### config.mk
export PLATFORM = sky130hd
export DESIGN_NAME = csc_irq_router
export DESIGN_NICKNAME = d
export VERILOG_FILES = /design/src/rtl/csc_pkg.sv /design/src/rtl/csc_sync_edge.sv /design/src/rtl/csc_pending.sv /design/src/rtl/csc_route.sv /design/src/rtl/csc_irq_router.sv
export SDC_FILE = /design/constraint.sdc
export NUM_CORES = 1
export LEC_CHECK = 0
export ABC_CLOCK_PERIOD_IN_PS = 1500
export BUFFER_PORTS_ARGS = -buffer_cell sky130_fd_sc_hd__buf_4
export CAP_MARGIN = 10
export CORE_MARGIN = 2
export CORE_UTILIZATION = 40
export DETAILED_ROUTE_END_ITERATION = 10
export GPL_ROUTABILITY_DRIVEN = 0
export PLACE_DENSITY = 0.66
export SLEW_MARGIN = 20
export SYNTH_ARGS = -nofsm -noshare
export SYNTH_HDL_FRONTEND = slang
export SYNTH_SLANG_ARGS = --single-unit
### constraint.sdc
create_clock -name clk -period 1.5 [get_ports clk]
set_input_delay 0.075 -clock clk [delete_from_list [all_inputs] [get_ports clk]]
set_output_delay 0.075 -clock clk [all_outputs]
set_load 0.01 [all_outputs]
### src/rtl/csc_pkg.sv
`timescale 1ns/1ps
package csc_pkg;
  localparam int N_IRQ  = 16;
  localparam int SEL_W  = $clog2(N_IRQ);
  localparam int N_SRC  = 4;
  localparam int N_PIN  = 5;
  localparam int CFG_W  = SEL_W + N_SRC;
  // pin vector positions
  localparam int PIN_CD1 = 0;
  localparam int PIN_CD2 = 1;
  localparam int PIN_RDY = 2;
  localparam int PIN_BW  = 3;
  localparam int PIN_BD  = 4;
  // source / enable bit positions
  localparam int SRC_BD  = 0;
  localparam int SRC_BW  = 1;
  localparam int SRC_RDY = 2;
  localparam int SRC_CD  = 3;
  localparam logic [SEL_W-1:0] SEL_PCI = '0;
  localparam logic [SEL_W-1:0] SEL_SMI = SEL_W'(2);
endpackage

### src/rtl/csc_sync_edge.sv
`timescale 1ns/1ps
module csc_sync_edge #(
  parameter int W      = 5,
  parameter int STAGES = 2
) (
  input  logic         clk,
  input  logic         clr,
  input  logic [W-1:0] din,
  output logic [W-1:0] cur,
  output logic [W-1:0] prv
);
  logic [W-1:0] stg [STAGES];

  always_ff @(posedge clk) begin
    if (clr) stg[0] <= '0;
    else     stg[0] <= din;
  end

  for (genvar i = 1; i < STAGES; i++) begin : g_stage
    always_ff @(posedge clk) begin
      if (clr) stg[i] <= '0;
      else     stg[i] <= stg[i-1];
    end
  end

  always_ff @(posedge clk) begin
    if (clr) prv <= '0;
    else     prv <= stg[STAGES-1];
  end

  assign cur = stg[STAGES-1];
endmodule

### src/rtl/csc_pending.sv
`timescale 1ns/1ps
module csc_pending
  import csc_pkg::*;
(
  input  logic             clk,
  input  logic             clr,
  input  logic [N_PIN-1:0] cur,
  input  logic [N_PIN-1:0] prv,
  input  logic [N_SRC-1:0] en,
  input  logic             rd_clr,
  output logic [N_SRC-1:0] pend,
  output logic [N_SRC-1:0] hit
);
  logic [N_SRC-1:0] raw;

  always_comb begin
    raw          = '0;
    raw[SRC_CD]  = (cur[PIN_CD1] ^ prv[PIN_CD1]) | (cur[PIN_CD2] ^ prv[PIN_CD2]);
    raw[SRC_RDY] = cur[PIN_RDY] & ~prv[PIN_RDY];
    raw[SRC_BW]  = cur[PIN_BW]  & ~prv[PIN_BW];
    raw[SRC_BD]  = cur[PIN_BD]  & ~prv[PIN_BD];
  end

  assign hit = raw & en;

  always_ff @(posedge clk) begin
    if (clr)         pend <= '0;
    else if (rd_clr) pend <= hit;
    else             pend <= pend | hit;
  end
endmodule

### src/rtl/csc_route.sv
`timescale 1ns/1ps
module csc_route
  import csc_pkg::*;
#(
  parameter int LINES = N_IRQ
) (
  input  logic             act,
  input  logic [SEL_W-1:0] sel,
  input  logic             diag,
  input  logic             pci_en,
  output logic             int_pci,
  output logic             int_smi,
  output logic [LINES-1:0] irq
);
  assign int_pci = act && (sel == SEL_PCI) && (diag || pci_en);
  assign int_smi = act && (sel == SEL_SMI);

  for (genvar i = 0; i < LINES; i++) begin : g_line
    if (i == 0 || i == 2) begin : g_none
      assign irq[i] = 1'b0;
    end else begin : g_irq
      assign irq[i] = act && (sel == SEL_W'(i));
    end
  end
endmodule

### src/rtl/csc_irq_router.sv
`timescale 1ns/1ps
module csc_irq_router
  import csc_pkg::*;
#(
  parameter int SYNC_STAGES = 2
) (
  input  logic             clk,
  input  logic             gbl_rst_n,
  input  logic             pci_rst_n,
  input  logic             pme_en,
  input  logic             host_wr,
  input  logic             host_rd,
  input  logic             host_sel,
  input  logic [7:0]       host_wdata,
  output logic [7:0]       host_rdata,
  input  logic             diag_pci,
  input  logic             pci_route_en,
  input  logic             cd1,
  input  logic             cd2,
  input  logic             card_ready,
  input  logic             bat_warn,
  input  logic             bat_dead,
  output logic             int_pci,
  output logic             int_smi,
  output logic [N_IRQ-1:0] irq_out
);
  logic             rst_all, cfg_clr;
  logic [CFG_W-1:0] cfg_q;
  logic [N_PIN-1:0] pins, cur, prv;
  logic [N_SRC-1:0] pend_q, hit;
  logic             act;

  assign rst_all = !gbl_rst_n || !pci_rst_n;
  assign cfg_clr = !gbl_rst_n || (!pci_rst_n && !pme_en);

  always_ff @(posedge clk) begin
    if (cfg_clr)                               cfg_q <= '0;
    else if (!rst_all && host_wr && !host_sel) cfg_q <= host_wdata[CFG_W-1:0];
  end

  assign pins = {bat_dead, bat_warn, card_ready, cd2, cd1};

  csc_sync_edge #(.W(N_PIN), .STAGES(SYNC_STAGES)) u_sync (
    .clk(clk), .clr(rst_all), .din(pins), .cur(cur), .prv(prv)
  );

  csc_pending u_pend (
    .clk(clk), .clr(rst_all), .cur(cur), .prv(prv), .en(cfg_q[N_SRC-1:0]),
    .rd_clr(host_rd && host_sel), .pend(pend_q), .hit(hit)
  );

  always_ff @(posedge clk) begin
    if (rst_all)      host_rdata <= '0;
    else if (host_rd) host_rdata <= host_sel ? 8'({pend_q}) : 8'(cfg_q);
  end

  assign act = |(pend_q & cfg_q[N_SRC-1:0]);

  csc_route #(.LINES(N_IRQ)) u_route (
    .act(act), .sel(cfg_q[CFG_W-1:N_SRC]), .diag(diag_pci), .pci_en(pci_route_en),
    .int_pci(int_pci), .int_smi(int_smi), .irq(irq_out)
  );
endmodule

==> results of run 1 <==
==> area by class of cell <==
type	count	area share
Inverter	2	0.00375
Tap cell	46	0.0287
Timing Repair Buffer	62	0.252
Clock buffer	5	0.0187
Sequential cell	35	0.352
Clock inverter	3	0.0119
Multi-Input combinational cell	108	0.332
==> through the flow <==
step,setup TNS [ns],hold WS (ns),instances
6_report,-2.19,0.0239,261
5_1_grt,-3.46,0.0226,261
4_1_cts,-2.38,0.00849,261
3_5_place_dp,0,0.318,237
3_3_place_gp,0,0.317,237
2_1_floorplan,0,0.211,161
==> cells in the mapped netlist, types with 2 or more instances <==
library cell and number:
a32oi_1 2, a211oi_1 4, o21ai_0 2, nand2b_1 8, xor2_1 2, buf_2 5, and3_1 15, nand2_1 22
nand3b_1 5, buf_4 2, nor3_1 9, mux2i_1 4, nor2_1 7, clkbuf_1 8, dfxtp_1 35, a21oi_1 14
nor4_1 7, inv_1 2
==> timing repair <==
item	4_1_cts	5_1_grt
hold endpoints to repair	13	0
hold buffers	13	0
pin swaps	5	0
gates resized for setup	11	2
endpoints found under the setup margin	16	16
gates cloned	1	0
buffers inserted	2	0
==> routing by layer <==
metal	GRT usage	up-vias	share of wire
met3	0.0607	7	0.045
met5	0	-	0
li1	-	667	-
met1	0.208	609	0.45
met4	0.0652	0	0.016
met2	0.280	39	0.49
==> worst register-to-register path, stage by stage (launching register included) <==
cell      delay, ns
dfxtp_1        0.53
nand3b_1       0.12
a21oi_1        0.17
==> state kept, by name, summed over array words and instances (netlist names) <==
signal       cells
host_rdata       8
u_sync.stg      10
u_sync.prv       5
u_pend.pend      4
cfg_q            8
==> layout by cell type, fill, tap and decap left out, types with 4 or more instances in the layout <==
cell and n:
a211oi_1 4, a21oi_1 14, and3_1 15, buf_4 47, clkbuf_4 5, dfxtp_1 31, dfxtp_2 4, dlygate4sd3_1 13
mux2i_1 4, nand2_1 22, nand2b_1 8, nand3b_1 5, nor2_1 7, nor3_1 5, nor3_2 4, nor4_1 6
==> cells by family after synthesis <==
group / after synthesis / synth area share
mux: 4 / 0.0282
simple gates: 75 / 0.281
buf+inv: 18 / 0.0627
flops: 35 / 0.494
compound gates: 25 / 0.119
xor+xnor: 2 / 0.0124
other cells: 1 / 0.00265
==> worst min-delay path by stage <==
stage / from / to / slack, ns / cells past startpoint
after floorplan: host_wdata[3] / cfg_q[3]$_SDFFE_PP0P_ / 0.21 / 2
after global placement: bat_dead / u_sync.stg[0][4]$_SDFF_PP0_ / 0.32 / 2
after detailed placement: bat_dead / u_sync.stg[0][4]$_SDFF_PP0_ / 0.32 / 2
after CTS: host_rd / host_rdata[3]$_SDFFE_PP0P_ / 0.008 / 2
after global routing: host_rd / host_rdata[2]$_SDFFE_PP0P_ / 0.02 / 2
final: host_rd / host_rdata[1]$_SDFFE_PP0P_ / 0.02 / 2
==> power groups by stage <==
stage	sequential (W)	clock, W	combinational, W
global placement	0.000975	0	0.000110
detailed placement	0.000975	0	0.000112
floorplan	0.000972	0	0.0000654
finish	0.000954	0.000533	0.000141
global route	0.000956	0.000596	0.000156
CTS	0.000954	0.000552	0.000140
==> out/metrics.cfg, run 1 <==
[synth]
synth.distinct_cells=25
syn-instance-count=160
synth_top_area_frac=0.494
synth_top_area_cell=dfxtp_1
ys.flop_type=dfxtp_1
synth_edf_count=0
ys_top_cells_by_area=dfxtp_1 (49%), and3_1 (6.6%), nand2_1 (5.8%), a21oi_1 (4.9%), nand2b_1 (3.5%)
async_reset_ff_frac=0
yosysSeqAreaShare=0.494
netlist_area_um2=1420
avgSynthCellArea_um2=8.86
synth_warnings=0
ys_ff_latch=35

[floorplanning]
placement_rows=21
num_io_pins=48
initial_core_util=0.422
die_area_um2=4040
die_y_um=63.5
core_um2=3360
die_w_um=63.5

[clocking]
cts_made_buffers=5
tritoncts=built
clk_pin_slew_ns=0.12
clockBufferDepth=2
cts_sinks=35
htreeDepth=2
insertion_delay_ns=0.35
cts-root-buf=clkbuf_4

[pwr]
power_frac_seq=0.586
ir_drop_mv=0.649
powerDensity_nw_per_um2=813
power_w=0.00163
power.switching_w=0.000416
p_sw_frac=0.256
combPwrFrac=0.086
cell_internal_pwr_w=0.00121
p_leak_nw=0.831
p_clk_frac=0.327

[final_layout]
drive_gt1_frac=0.316
synthToLayoutAreaGrowth_pct=41.3
seq_area_um2=706
fin_area_um2=2000
final_core_util=0.596
fillers=323
multi_input_comb_area_um2=666
nets=236
num_antenna_cells=0

[worst_setup_path]
r2r_setup_slack_ns=0.62
r2r_end=host_rdata[5]$_SDFFE_PP0P_
critical_path.max_fanout=8
cpLargestDelayFamily=compound AO/OA/AOI/OAI gates
crit_chain=a22o_4 > a221oi_4 > buf_6 > nor4_1 > buf_4
endpoint=irq_out[6]
critPathLaunch=cfg_q[0]$_SDFFE_PP0P_
slowest_stage=dfxtp_2
crit_cells=5
start_kind=flop
critical-path-max-stage-delay_ns=0.35
regToRegStartpoint=cfg_q[5]$_SDFFE_PP0P_
critPathBufInv=2
path_class=flop to output pin
r2r_cells=2
arrival_ns=1.57
required_ns=1.42
setup.worst_path.end_class=output pin

[sta]
setup_viol=16
skew_ns=0.0156
slew-limit-headroom=0.630
rsz0062_at_grt=true
setup_slack_ns=-0.148
final_max_slew_viol_count=0
fmax_ghz=0.607
fin_crit_ns=1.65
tightest_slew_ns=0.551
period_share=1.10
hold_viol=0

[grt]
grt_pass1_vias=1263
grt_pass1_wl_um=5490
grt-ovfl-total=0
antenna_found_initial=0
track_usage=0.172
grt_max_degree=20

[detailed_routing]
post_drt_via_cell_ratio=5.07
wire_per_inst_um=12.5
vias=1322
drt_iter0_drc=79
routed_wl_um=3260
drc=0
firstDrtPassIters=5
postRouteAntennaNets=0

[placement]
post-dp-hpwl_um=2180
port_buffers=45
pre_cts_ws_ns=0.193
placed_area_um2=1740

[status]
failed_checks=negative setup slack
status=finished, violations left

[hold_path]
min_path_type=input pin to flop

[run]
cap_violations=0

Note: power is estimated with default switching activity, not from simulation.
==> run 2: changes to the inputs <==
Settings changed: ABC_CLOCK_PERIOD_IN_PS 1500 to 2100.
Clock period 1.5 ns to 2.1 ns, I/O delays scaled along.
==> run 2 against run 1 <==
  * The flow now finishes without violations
  * Critical path depth shrank 1
  * First-iteration DRC count grew 3.8%
  * Register-to-register slack gained 0.59 ns
==> out/metrics.cfg, run 2 (synthesis gave the netlist of run 1 again) <==
[sta]
setup_viol=0
hold_viol=0
period_share=0.896
tightest_slew_ns=0.621
rsz0062_at_grt=false
final_max_slew_viol_count=0
setup_slack_ns=0.217
skew_ns=0.00487
slew-limit-headroom=0.586
fmax_ghz=0.531
fin_crit_ns=1.88
setup_tns_ns=0

[detailed_routing]
vias=1255
wire_per_inst_um=12.5
firstDrtPassIters=4
drc=0
drt_iter0_drc=82
post_drt_via_cell_ratio=4.98
routed_wl_um=3140
postRouteAntennaNets=0

[clocking]
cts-root-buf=clkbuf_4
cts_sinks=35
clockBufferDepth=2
clk_pin_slew_ns=0.10
cts_made_buffers=5
cts_resized=0
insertion_delay_ns=0.33
tritoncts=built
htreeDepth=2
post_cts_buffers=0
cts_hold_buf=8

[final_layout]
largest_reg_flops=10
layout_commonest_cell=buf_4
nets=228
drive_gt1_frac=0.262
num_antenna_cells=0
top_register=u_sync.stg
fillers=336
largestRegisters=u_sync.stg: 10 flops, cfg_q: 8 flops, host_rdata: 8 flops
synthToLayoutAreaGrowth_pct=34.1
final_cell_mix=buf_4 (45), dfxtp_1 (35), nand2_1 (22)

[worst_setup_path]
arrival_ns=1.78
critical-path-max-stage-delay_ns=0.50
critical_path.max_fanout=16
path_class=flop to output pin
setup.worst_path.end_class=output pin
slowest_stage=a221oi_4
crit_chain=a22o_2 > a221oi_4 > nor3_1 > buf_4
critPathBufInv=1
cpLargestDelayFamily=compound AO/OA/AOI/OAI gates
required_ns=2.00
start_kind=flop

[placement]
pre_cts_ws_ns=0.604
port_buffers=45
post-dp-hpwl_um=2220

[floorplanning]
die_y_um=63.5
core_um2=3360
die_area_um2=4040
num_io_pins=48
die_w_um=63.5
placement_rows=21
initial_core_util=0.422

[status]
status=completed

[grt]
track_usage=0.158
antenna_found_initial=0
grt_pass1_wl_um=5060
grt-ovfl-total=0
grt_max_degree=20
grt_pass1_vias=1126

[pwr]
powerDensity_nw_per_um2=651
p_leak_nw=0.791
ir_drop_mv=0.483

[run]
cap_violations=0

[hold_path]
min_path_type=input pin to flop

[run 2: final cells by class]
class	count	area (um^2)	area share
clock buffer	5	37.5	0.0197
clock inverter	2	37.5	0.0197
inverter	2	7.51	0.00395
multi-input combinational	108	632	0.332
sequential	35	701	0.369
tap	46	57.6	0.0303
timing repair buffer	54	428	0.225
[run 2: stage by stage]
stage	hold slack, ns	power, W	std cells	area, um^2	util
3_5_place_dp	0.349	0.000778	236	1740	0.516
2_1_floorplan	0.241	0.000741	161	1420	-
3_3_place_gp	0.346	0.000775	236	1740	0.516
4_1_cts	0.00405	0.00125	251	1890	0.562
6_report	0.0126	0.00124	252	1900	0.565
5_1_grt	0.00171	0.00129	252	1900	0.565
[run 2: worst reg2reg max path, delay by kind of cell (launching register included)]
kind	cells	cell delay, ns
AO/OA/AOI/OAI	1	0.22
multiplexers	1	0.12
flip-flops	1	0.48
[run 2: path summary, 6_finish.rpt]
check / end / cells after the start / startpoint / slack [ns]
setup / recovery: irq_out[14] / 4 / u_pend.pend[0]$_SDFF_PP0_ / 0.22
hold reg to reg: host_rdata[7]$_SDFFE_PP0P_ / 2 / host_rdata[7]$_SDFFE_PP0P_ / 0.47
setup reg to reg: host_rdata[2]$_SDFFE_PP0P_ / 2 / cfg_q[2]$_SDFFE_PP0P_ / 1.21
hold / removal: cfg_q[6]$_SDFFE_PP0P_ / 3 / host_wdata[6] / 0.01
[run 2: power by group]
| group | switching [W] | internal, W |
|---|---|---|
| Sequential | 0.00000719 | 0.000674 |
| Combinational | 0.0000422 | 0.0000521 |
| Clock | 0.000218 | 0.000244 |
[run 2: layer usage]
layer | global-route usage | routed length (um)
met5 | 0 | 0
met4 | 0.0652 | 21
met3 | 0.0446 | 127
met2 | 0.259 | 1540
met1 | 0.194 | 1450
==> run 3: changes to the inputs <==
Settings changed: CORE_ASPECT_RATIO from default to 0.8, CTS_BUF_LIST from default to sky130_fd_sc_hd__clkbuf_8, SKIP_CTS_REPAIR_TIMING from default to 1.
==> run 3 against run 2 <==
  * First-iteration DRC count decreased by 30%
  * Via count decreased by 2.1%
  * Largest cell class unchanged
  * Critical endpoint unchanged
  * Critical path depth unchanged
  * Design area decreased by 3.8%
  * Global-route usage increased by 0.76 points
  * Sequential cell count unchanged
  * Register-to-register slack improved by 0.03 ns
  * Total power increased by 3.5%
  * Fmax increased by 3.0%
  * Clock skew increased by 0.0031 ns
  * Clock power increased by 12%
  * Sequential power about the same
==> out/metrics.cfg, run 3 (synthesis gave the netlist of run 1 again) <==
[status]
status=completed

[grt]
antenna_found_initial=0
grt_pass1_vias=1127
busiest_layer=met2
grtUsageMet2=0.255
met1_usage=0.219
grt-ovfl-total=0
grt_max_degree=20
use_met3=0.0548
track_usage=0.166
grt_pass1_wl_um=5240

[worst_setup_path]
critical_path.max_fanout=16
critical-path-max-stage-delay_ns=0.50
slowest_stage=a221oi_4
setup.worst_path.end_class=output pin
required_ns=2.00
arrival_ns=1.72
start_kind=flop
crit_chain=a22o_2 > a221oi_4 > nor3_1 > buf_4
path_class=flop to output pin

[clocking]
cts_made_buffers=5
htreeDepth=2
clockBufferDepth=2
cts_sinks=35
cts-root-buf=clkbuf_8
insertion_delay_ns=0.29
tritoncts=built
clk_pin_slew_ns=0.07

[detailed_routing]
drc=0
wire_per_inst_um=13.3
post_drt_via_cell_ratio=5.12
routed_wl_um=3190
vias=1229
firstDrtPassIters=4
postRouteAntennaNets=0
drt_iter0_drc=57

[floorplanning]
core_um2=3420
die_y_um=57.2
initial_core_util=0.414
die_area_um2=4040
num_io_pins=48
placement_rows=19
die_w_um=70.6

[pwr]
p_leak_nw=0.764
cell_internal_pwr_w=0.000983
power_frac_seq=0.532
combPwrFrac=0.063
powerDensity_nw_per_um2=700
ir_drop_mv=0.498
p_clk_frac=0.405
power.switching_w=0.000298
p_sw_frac=0.232

[hold_path]
min_path_type=input pin to flop

[final_layout]
nets=219
drive_gt1_frac=0.278
largestRegisters=u_sync.stg: 10 flops, cfg_q: 8 flops, host_rdata: 8 flops
top_register=u_sync.stg
largest_reg_flops=10
num_antenna_cells=0
layout_commonest_cell=buf_4
synthToLayoutAreaGrowth_pct=29.0
final_cell_mix=buf_4 (45), dfxtp_1 (35), nand2_1 (22)

[sta]
rsz0062_at_grt=false
setup_slack_ns=0.271
tightest_slew_ns=0.621
hold_viol=0
period_share=0.871
fin_crit_ns=1.83
final_max_slew_viol_count=0
setup_viol=0
skew_ns=0.00795
fmax_ghz=0.547
slew-limit-headroom=0.586
setup_tns_ns=0

[run]
cap_violations=0

[placement]
port_buffers=45
post-dp-hpwl_um=2300
pre_cts_ws_ns=0.572

[run 3: critical path: cells and delay by family (launching register included)]
family / cells / cell delay, ns
compound gates: 2 / 0.78
buf+inv: 1 / 0.18
flops: 1 / 0.33
simple gates: 1 / 0.15
[run 3: area by class of cell]
type,instances,area [um^2]
clock buffers,6,82.6
clock inverters,2,16.3
fillers,331,1590
inverters,2,7.51
multi-input cells,108,632
flip-flops and latches,35,701
well taps,42,52.6
repair buffers,45,338
[run 3: worst paths after layout]
| path | start | end | slack, ns | cells after the start |
|---|---|---|---|---|
| setup / recovery | u_pend.pend[0]$_SDFF_PP0_ | irq_out[14] | 0.27 | 4 |
| hold / removal | cd2 | u_sync.stg[0][1]$_SDFF_PP0_ | 0.05 | 2 |
| setup reg to reg | cfg_q[1]$_SDFFE_PP0P_ | host_rdata[1]$_SDFFE_PP0P_ | 1.24 | 2 |
| hold reg to reg | host_rdata[6]$_SDFFE_PP0P_ | host_rdata[6]$_SDFFE_PP0P_ | 0.47 | 2 |
[run 3: metal layers]
metal | up-vias | wire [um] | part of all wire
met5 | - | 0 | 0
met4 | 0 | 37 | 0.012
met3 | 7 | 162 | 0.051
met2 | 29 | 1470 | 0.46
met1 | 569 | 1520 | 0.48
li1 | 624 | - | -
[run 3: through the flow]
stage | instance area [um^2] | total power, W | utilization | instances | hold WS, ns
3_5_place_dp | 1730 | 0.000778 | 0.505 | 232 | 0.348
4_1_cts | 1830 | 0.00129 | 0.534 | 240 | 0.0444
5_1_grt | 1830 | 0.00133 | 0.534 | 240 | 0.0431
6_report | 1830 | 0.00128 | 0.534 | 240 | 0.0500
3_3_place_gp | 1730 | 0.000775 | 0.505 | 232 | 0.349
2_1_floorplan | 1420 | 0.000741 | - | 161 | 0.241
[run 3: power groups by stage]
stage / combinational, W / sequential (W) / clock, W
floorplan: 0.0000467 / 0.000694 / 0
global placement: 0.0000791 / 0.000696 / 0
detailed placement: 0.0000811 / 0.000697 / 0
CTS: 0.0000813 / 0.000681 / 0.000528
global route: 0.0000896 / 0.000683 / 0.000558
finish: 0.0000808 / 0.000681 / 0.000518
